**src/rtl/dcs_pkg.sv**
```systemverilog
package dcs_pkg;

    localparam int WORD_W     = 32;
    localparam int CNT_W      = 16;
    localparam int CTL_LSB    = 16;
    localparam int DESC_WORDS = 4;
    localparam int BYTE_W     = 8;

    localparam logic [1:0] RA_START  = 2'd0;
    localparam logic [1:0] RA_STATUS = 2'd1;
    localparam logic [1:0] RA_COUNT  = 2'd2;

    typedef enum logic [1:0] {
        ST_IDLE,
        ST_FETCH,
        ST_MOVE,
        ST_FLUSH
    } dcs_state_e;

    // bit 0 irq, bit 1 chain, bit 2 flush, bit 3 data-port source
    typedef struct packed {
        logic dp;
        logic fl;
        logic en;
        logic irq;
    } dcs_ctl_t;

    typedef struct packed {
        logic [WORD_W-1:0] next_ptr;
        logic [WORD_W-1:0] data_ptr;
        logic [WORD_W-1:0] step;
        logic [CNT_W-1:0]  count;
        dcs_ctl_t          ctl;
    } dcs_desc_t;

    function automatic dcs_desc_t dcs_unpack(input logic [WORD_W-1:0] w0,
                                             input logic [WORD_W-1:0] w1,
                                             input logic [WORD_W-1:0] w2,
                                             input logic [WORD_W-1:0] w3);
        dcs_desc_t d;
        d.next_ptr = w0;
        d.data_ptr = w1;
        d.step     = w2;
        d.count    = w3[CNT_W-1:0];
        d.ctl      = dcs_ctl_t'(w3[CTL_LSB +: 4]);
        return d;
    endfunction

endpackage

```
**src/rtl/dcs_desc_fetch.sv**
```systemverilog
module dcs_desc_fetch
    import dcs_pkg::*;
#(
    parameter int DESC_AW = 8
) (
    input  logic               clk,
    input  logic               rst,
    input  logic               go,
    input  logic [DESC_AW-1:0] base,
    output logic               rd_en,
    output logic [DESC_AW-1:0] rd_addr,
    input  logic [WORD_W-1:0]  rd_data,
    output logic               done,
    output dcs_desc_t          desc
);
    localparam int STEP_W = $clog2(DESC_WORDS + 2);
    localparam int IDX_W  = $clog2(DESC_WORDS);
    localparam logic [STEP_W-1:0] NUM_WORDS = STEP_W'(DESC_WORDS);
    localparam logic [STEP_W-1:0] LAST_STEP = STEP_W'(DESC_WORDS + 1);

    logic                active_q;
    logic [STEP_W-1:0]   step_q;
    logic [DESC_AW-1:0]  base_q;
    logic [WORD_W-1:0]   word_q [DESC_WORDS];

    always_ff @(posedge clk) begin
        if (rst) begin
            active_q <= 1'b0;
            step_q   <= '0;
            base_q   <= '0;
        end else if (go) begin
            active_q <= 1'b1;
            step_q   <= '0;
            base_q   <= base;
        end else if (active_q) begin
            step_q <= step_q + 1'b1;
            if (step_q == LAST_STEP) active_q <= 1'b0;
        end
    end

    // read data returns one cycle after its address
    always_ff @(posedge clk) begin
        if (rst) begin
            for (int i = 0; i < DESC_WORDS; i++) word_q[i] <= '0;
        end else if (active_q && step_q != '0 && step_q <= NUM_WORDS) begin
            word_q[IDX_W'(step_q - 1'b1)] <= rd_data;
        end
    end

    assign rd_en   = active_q && (step_q < NUM_WORDS);
    assign rd_addr = base_q + DESC_AW'(step_q);
    assign done    = active_q && (step_q == LAST_STEP);
    assign desc    = dcs_unpack(word_q[0], word_q[1], word_q[2], word_q[3]);

endmodule

```
**src/rtl/dcs_byte_src.sv**
```systemverilog
module dcs_byte_src
    import dcs_pkg::*;
#(
    parameter int DATA_AW = 16,
    parameter int CUR_W   = 17
) (
    input  logic               clk,
    input  logic               rst,
    input  logic               load,
    input  logic               kill,
    input  logic               run,
    input  logic [DATA_AW-1:0] ptr_in,
    input  logic [DATA_AW-1:0] step_in,
    input  logic [CUR_W-1:0]   total_in,
    input  logic               dp_in,
    output logic               dat_rd_en,
    output logic [DATA_AW-1:0] dat_rd_addr,
    input  logic [BYTE_W-1:0]  dat_rd_data,
    input  logic               dp_valid,
    input  logic [BYTE_W-1:0]  dp_data,
    output logic               dp_ready,
    output logic               out_valid,
    output logic [BYTE_W-1:0]  out_data,
    input  logic               out_ready,
    output logic               acc,
    output logic               last
);
    logic [DATA_AW-1:0] ptr_q;
    logic [DATA_AW-1:0] step_q;
    logic [CUR_W-1:0]   rem_q;
    logic               dp_q;
    logic               pend_q;
    logic               obuf_v;
    logic [BYTE_W-1:0]  obuf_d;
    logic               slot_free;

    assign slot_free   = run && (rem_q != '0) && !obuf_v && !pend_q;
    assign dat_rd_en   = slot_free && !dp_q;
    assign dat_rd_addr = ptr_q;
    assign dp_ready    = slot_free && dp_q && dp_valid;
    assign out_valid   = obuf_v;
    assign out_data    = obuf_d;
    assign acc         = run && obuf_v && out_ready;
    assign last        = acc && (rem_q == '0) && !pend_q;

    always_ff @(posedge clk) begin
        if (rst) begin
            ptr_q  <= '0;
            step_q <= '0;
            rem_q  <= '0;
            dp_q   <= 1'b0;
            pend_q <= 1'b0;
            obuf_v <= 1'b0;
            obuf_d <= '0;
        end else if (kill) begin
            rem_q  <= '0;
            pend_q <= 1'b0;
            obuf_v <= 1'b0;
        end else if (load) begin
            ptr_q  <= ptr_in;
            step_q <= step_in;
            rem_q  <= total_in;
            dp_q   <= dp_in;
            pend_q <= 1'b0;
            obuf_v <= 1'b0;
        end else begin
            pend_q <= dat_rd_en;
            if (dat_rd_en) begin
                ptr_q <= ptr_q + step_q;
                rem_q <= rem_q - 1'b1;
            end else if (dp_ready) begin
                rem_q <= rem_q - 1'b1;
            end
            if (pend_q) begin
                obuf_v <= 1'b1;
                obuf_d <= dat_rd_data;
            end else if (dp_ready) begin
                obuf_v <= 1'b1;
                obuf_d <= dp_data;
            end else if (acc) begin
                obuf_v <= 1'b0;
            end
        end
    end

endmodule

```
**src/rtl/dma_chain_streamer.sv**
```systemverilog
module dma_chain_streamer
    import dcs_pkg::*;
#(
    parameter int DESC_AW = 8,
    parameter int DATA_AW = 16
) (
    input  logic               clk,
    input  logic               rst,
    input  logic               reg_wr_en,
    input  logic [1:0]         reg_addr,
    input  logic [31:0]        reg_wdata,
    output logic [31:0]        reg_rdata,
    output logic               desc_rd_en,
    output logic [DESC_AW-1:0] desc_rd_addr,
    input  logic [31:0]        desc_rd_data,
    output logic               dat_rd_en,
    output logic [DATA_AW-1:0] dat_rd_addr,
    input  logic [7:0]         dat_rd_data,
    input  logic               dp_valid,
    input  logic [7:0]         dp_data,
    output logic               dp_ready,
    input  logic               dp_cancel,
    output logic               out_valid,
    output logic [7:0]         out_data,
    input  logic               out_ready,
    output logic               flush_req,
    input  logic               flush_ack,
    output logic               irq
);
    localparam int CUR_W = CNT_W + 1;

    dcs_state_e         state_q;
    dcs_desc_t          cur_q;
    dcs_desc_t          fetched;
    logic [CUR_W-1:0]   cur_cnt_q;
    logic               irq_q;
    logic               busy;
    logic               fetch_go;
    logic               fetch_done;
    logic [DESC_AW-1:0] fetch_base;
    logic               start_hit;
    logic               cancel_hit;
    logic               desc_end;
    logic               chain_go;
    logic               acc;
    logic               last;

    assign busy       = (state_q != ST_IDLE);
    assign start_hit  = reg_wr_en && (reg_addr == RA_START) && !busy;
    assign cancel_hit = (state_q == ST_MOVE) && cur_q.ctl.dp && dp_cancel;
    assign desc_end   = !cancel_hit &&
                        (((state_q == ST_MOVE) && last && !cur_q.ctl.fl) ||
                         ((state_q == ST_FLUSH) && flush_ack));
    assign chain_go   = desc_end && cur_q.ctl.en;
    assign fetch_go   = start_hit || chain_go;
    assign fetch_base = start_hit ? reg_wdata[DESC_AW-1:0] : cur_q.next_ptr[DESC_AW-1:0];
    assign flush_req  = (state_q == ST_FLUSH);
    assign irq        = irq_q;

    dcs_desc_fetch #(.DESC_AW(DESC_AW)) u_fetch (
        .clk     (clk),
        .rst     (rst),
        .go      (fetch_go),
        .base    (fetch_base),
        .rd_en   (desc_rd_en),
        .rd_addr (desc_rd_addr),
        .rd_data (desc_rd_data),
        .done    (fetch_done),
        .desc    (fetched)
    );

    dcs_byte_src #(.DATA_AW(DATA_AW), .CUR_W(CUR_W)) u_src (
        .clk         (clk),
        .rst         (rst),
        .load        (fetch_done),
        .kill        (cancel_hit),
        .run         (state_q == ST_MOVE),
        .ptr_in      (fetched.data_ptr[DATA_AW-1:0]),
        .step_in     (fetched.step[DATA_AW-1:0]),
        .total_in    (CUR_W'(fetched.count) + 1'b1),
        .dp_in       (fetched.ctl.dp),
        .dat_rd_en   (dat_rd_en),
        .dat_rd_addr (dat_rd_addr),
        .dat_rd_data (dat_rd_data),
        .dp_valid    (dp_valid),
        .dp_data     (dp_data),
        .dp_ready    (dp_ready),
        .out_valid   (out_valid),
        .out_data    (out_data),
        .out_ready   (out_ready),
        .acc         (acc),
        .last        (last)
    );

    always_ff @(posedge clk) begin
        if (rst) begin
            state_q   <= ST_IDLE;
            cur_q     <= '0;
            cur_cnt_q <= '0;
            irq_q     <= 1'b0;
        end else begin
            irq_q <= desc_end && cur_q.ctl.irq;
            if (fetch_done)  cur_cnt_q <= '0;
            else if (acc)    cur_cnt_q <= cur_cnt_q + 1'b1;
            unique case (state_q)
                ST_IDLE:  if (start_hit) state_q <= ST_FETCH;
                ST_FETCH: if (fetch_done) begin
                    cur_q   <= fetched;
                    state_q <= ST_MOVE;
                end
                ST_MOVE: begin
                    if (cancel_hit)            state_q <= ST_IDLE;
                    else if (last && cur_q.ctl.fl) state_q <= ST_FLUSH;
                    else if (desc_end)         state_q <= chain_go ? ST_FETCH : ST_IDLE;
                end
                ST_FLUSH: if (desc_end) state_q <= chain_go ? ST_FETCH : ST_IDLE;
                default:  state_q <= ST_IDLE;
            endcase
        end
    end

    always_comb begin
        unique case (reg_addr)
            RA_STATUS: reg_rdata = {31'd0, busy};
            RA_COUNT:  reg_rdata = {{(32 - CUR_W){1'b0}}, cur_cnt_q};
            default:   reg_rdata = '0;
        endcase
    end

endmodule

```
**config.mk**
```make
export PLATFORM = sky130hd
export DESIGN_NAME = dma_chain_streamer
export DESIGN_NICKNAME = d
export VERILOG_FILES = /design/src/rtl/dcs_pkg.sv /design/src/rtl/dcs_desc_fetch.sv /design/src/rtl/dcs_byte_src.sv /design/src/rtl/dma_chain_streamer.sv
export SDC_FILE = /design/constraint.sdc
export NUM_CORES = 1
export LEC_CHECK = 0
export ABC_AREA = 1
export CAP_MARGIN = 40
export CORE_MARGIN = 2
export CORE_UTILIZATION = 60
export CTS_CLUSTER_DIAMETER = 120
export DETAILED_ROUTE_END_ITERATION = 16
export GPL_TIMING_DRIVEN = 1
export MAX_ROUTING_LAYER = met4
export PLACE_DENSITY = 0.87
export SLEW_MARGIN = 10
export SYNTH_ARGS = -nofsm -noshare
export SYNTH_HDL_FRONTEND = slang
export SYNTH_HIERARCHICAL = 1
export SYNTH_SLANG_ARGS = --single-unit
```
**constraint.sdc**
```tcl
create_clock -name clk -period 6.5 [get_ports clk]
set_clock_uncertainty 0.05 [all_clocks]
set_input_delay 1.3 -clock clk [delete_from_list [all_inputs] [get_ports clk]]
set_output_delay 1.3 -clock clk [all_outputs]
set_load 0.05 [all_outputs]
```
==> results.json <==
{
  "average_instance_area_after_synthesis_um2": 7.26,
  "cts_root_buffer": "sky130_fd_sc_hd__clkbuf_16",
  "synth-warning-count": 6,
  "worstMarginPinSlew_ns": 0.919,
  "dr_pass1_iterations": 7,
  "grt_antenna_before_repair": 0,
  "required_time_at_the_worst_slack_endpoint_ns": 5.15,
  "fillers": 1132,
  "cts_hold_buffers": 0,
  "die_y_um": 129,
  "area_used_by_multi_input_combinational_logic_um2": 4430,
  "route.antenna.remaining_nets": 0,
  "critPathSlowestCell": "sky130_fd_sc_hd__clkdlybuf4s50_1",
  "finalWorstSetupSlack_ns": 1.70,
  "layout_worst_path_cycle_share_pct": 73.8,
  "cp_max_fo": 17,
  "rows": 45,
  "post_synth_inst_count": 1283,
  "leakagePower_nw": 5.13,
  "clkSinkCount": 164,
  "finalSetupTns_ns": 0,
  "final_max_slew_viol_count": 0,
  "crit_path_max_incr_delay_ns": 0.83,
  "num_io_pins": 159,
  "timing.fmax_mhz": 208,
  "worst_ep_arrival_time_ns": 3.45,
  "n_antenna_cell": 0,
  "count_of_input_and_output_buffers": 107,
  "die_x_um": 129,
  "power.density_cell_area_nw_per_um2": 215,
  "holdCritPathClass": "reg2reg",
  "share_of_post_route_cells_with_drive_strength_above_1_pct": 6.20,
  "result_of_the_run": "finished clean",
  "r2r_start": "u_src/rem_q[0]",
  "synth_to_layout_area_growth_pct": 17.2,
  "grt_first_pass_wirelength_um": 36300,
  "maxCapViolations": 0,
  "cts_tree": "built",
  "dieArea_um2": 16500,
  "routed_wirelength_um": 22700,
  "critical_path.startpoint": "reg_addr[0]",
  "crit_path_frequent_cell": "sky130_fd_sc_hd__clkdlybuf4s50_1",
  "drc_errors": 0,
  "critical_path_class": "in2out",
  "cts.repair_timing.setup_buffer_count": 0,
  "setup_repair_after_global_routing_missed_its_margin": "no",
  "hold_path_startpoint": "cur_q[86]",
  "vdd_ir_drop_max_mv": 0.188,
  "post_cts.resized_instances": 0,
  "post-dp-hpwl_um": 15500,
  "grt_max_degree": 41,
  "synth_area_um2": 9320,
  "avgRoutedWirePerCell_um": 14.4,
  "vias_in_the_first_global_route": 7942,
  "number_of_failing_setup_endpoints_in_the_final_timing_report": 0,
  "worst_setup_hold_path_clk_slew_ns": 0.06,
  "worstSetupEndpointType": "primary output",
  "finalHoldViolCount": 0,
  "dr.first_iter.drc_count": 799,
  "route.vias.total": 8525,
  "initial_core_util_pct": 61.3,
  "routed_vias_inst": 5.42,
  "period_needed_ns": 4.80,
  "clock_insertion_delay_worst_skew_ns": 0.43,
  "grt.total_usage_pct": 28.5,
  "overflow": 0,
  "numCtsBuffers": 17,
  "final_net_count": 1491,
  "clock_tree.htree_level_count": 4,
  "finalWeightedCongestion": 0.972,
  "timing.critical_path.from_type": "primary input",
  "core_region_area_um2": 15200,
  "maximum_clock_insertion_buffer_count": 2,
  "sequential_cell_area_um2": 3880,
  "relative_slew_slack_pct": 38.5,
  "post-place-ws_ns": 1.67,
  "ordered_list_of_cells_on_the_worst_path": "clkdlybuf4s50_1 > inv_1 > ha_1 > nand2_1 > a21boi_0 > clkdlybuf4s50_1"
}
[layout by cell type (no fill, tap or decap), drive strengths merged]
cell type      instances
a211oi                 2
a21boi                 1
a21o                   1
a21oi                 60
a2bb2oi                1
a31oi                  6
and2                   1
and3                   1
buf                    5
bufinv                 2
clkbuf                17
clkdlybuf4s50        107
clkinv                 9
clkinvlp               4
conb                  15
dfxtp                104
edfxtp                60
fa                     2
ha                    27
inv                  181
nand2                331
nand3                 61
nand3b                 3
nand4                 12
nor2                 251
nor3                   9
nor3b                  1
nor4                   3
o211ai                 1
o21ai                 78
or2                    2
xnor2                  8
xor2                  20
[where the power goes]
part | internal (mW) | switching, mW | total, mW
logic | 0.0876 | 0.177 | 0.265
clock network | 0.559 | 0.408 | 0.967
registers | 1.09 | 0.0249 | 1.11
total | 1.74 | 0.610 | 2.35
[worst paths after layout]
check | to | depth (start not counted) | slack [ns]
max | reg_rdata[0] | 6 | 1.70
min | cur_q[86] | 2 | 0.41
max reg2reg | u_fetch/base_q[7] | 15 | 3.36
min reg2reg | cur_q[86] | 2 | 0.41
[routing by layer]
| metal | track usage [%] | part of all wire [%] |
|---|---|---|
| met1 | 34.8 | 40 |
| met4 | 11.8 | 2.8 |
| met5 | - | 0 |
| met2 | 46.8 | 48 |
| met3 | 5.36 | 8.4 |
[worst max-delay path, delay by kind of cell]
kind / cells / cell delay (ns)
buffers and inverters: 3 / 1.34
adder cells (fa/ha/maj): 1 / 0.52
AO/OA/AOI/OAI: 1 / 0.18
AND/OR/NAND/NOR: 1 / 0.10
[stage by stage]
stage	area (um2)	util (%)	hold WS, ns	cells	power [mW]
finish	10900	71.8	0.406	1574	2.35
CTS	10900	71.8	0.407	1574	2.35
floorplan	9370	-	0.372	1297	1.31
detailed placement	10400	68.1	0.398	1542	1.39
global route	10900	71.8	0.437	1574	2.43
global placement	10300	67.9	0.393	1541	1.39
[cell type report]
cell class	instances	share of cell area [%]
timing repair buffer	112	10.3
tap	188	2.15
sequential	164	35.6
multi-input combinational	897	40.5
inverter	181	6.22
clock inverter	15	1.26
clock buffer	17	3.90
[registers in the layout, indices dropped and copies added, names as in the netlist]
signal	flops
u_fetch/step_q	3
state_q	2
u_fetch/word_q	60
u_src/out_valid	1
u_fetch/active_q	1
u_src/step_q	16
u_src/dat_rd_addr	16
u_src/rem_q	17
u_src/dp_q	1
u_src/pend_q	1
u_src/out_data	8
u_fetch/base_q	8
cur_cnt_q	17
cur_q	12
irq	1
Power figures use the tool's default switching activity.
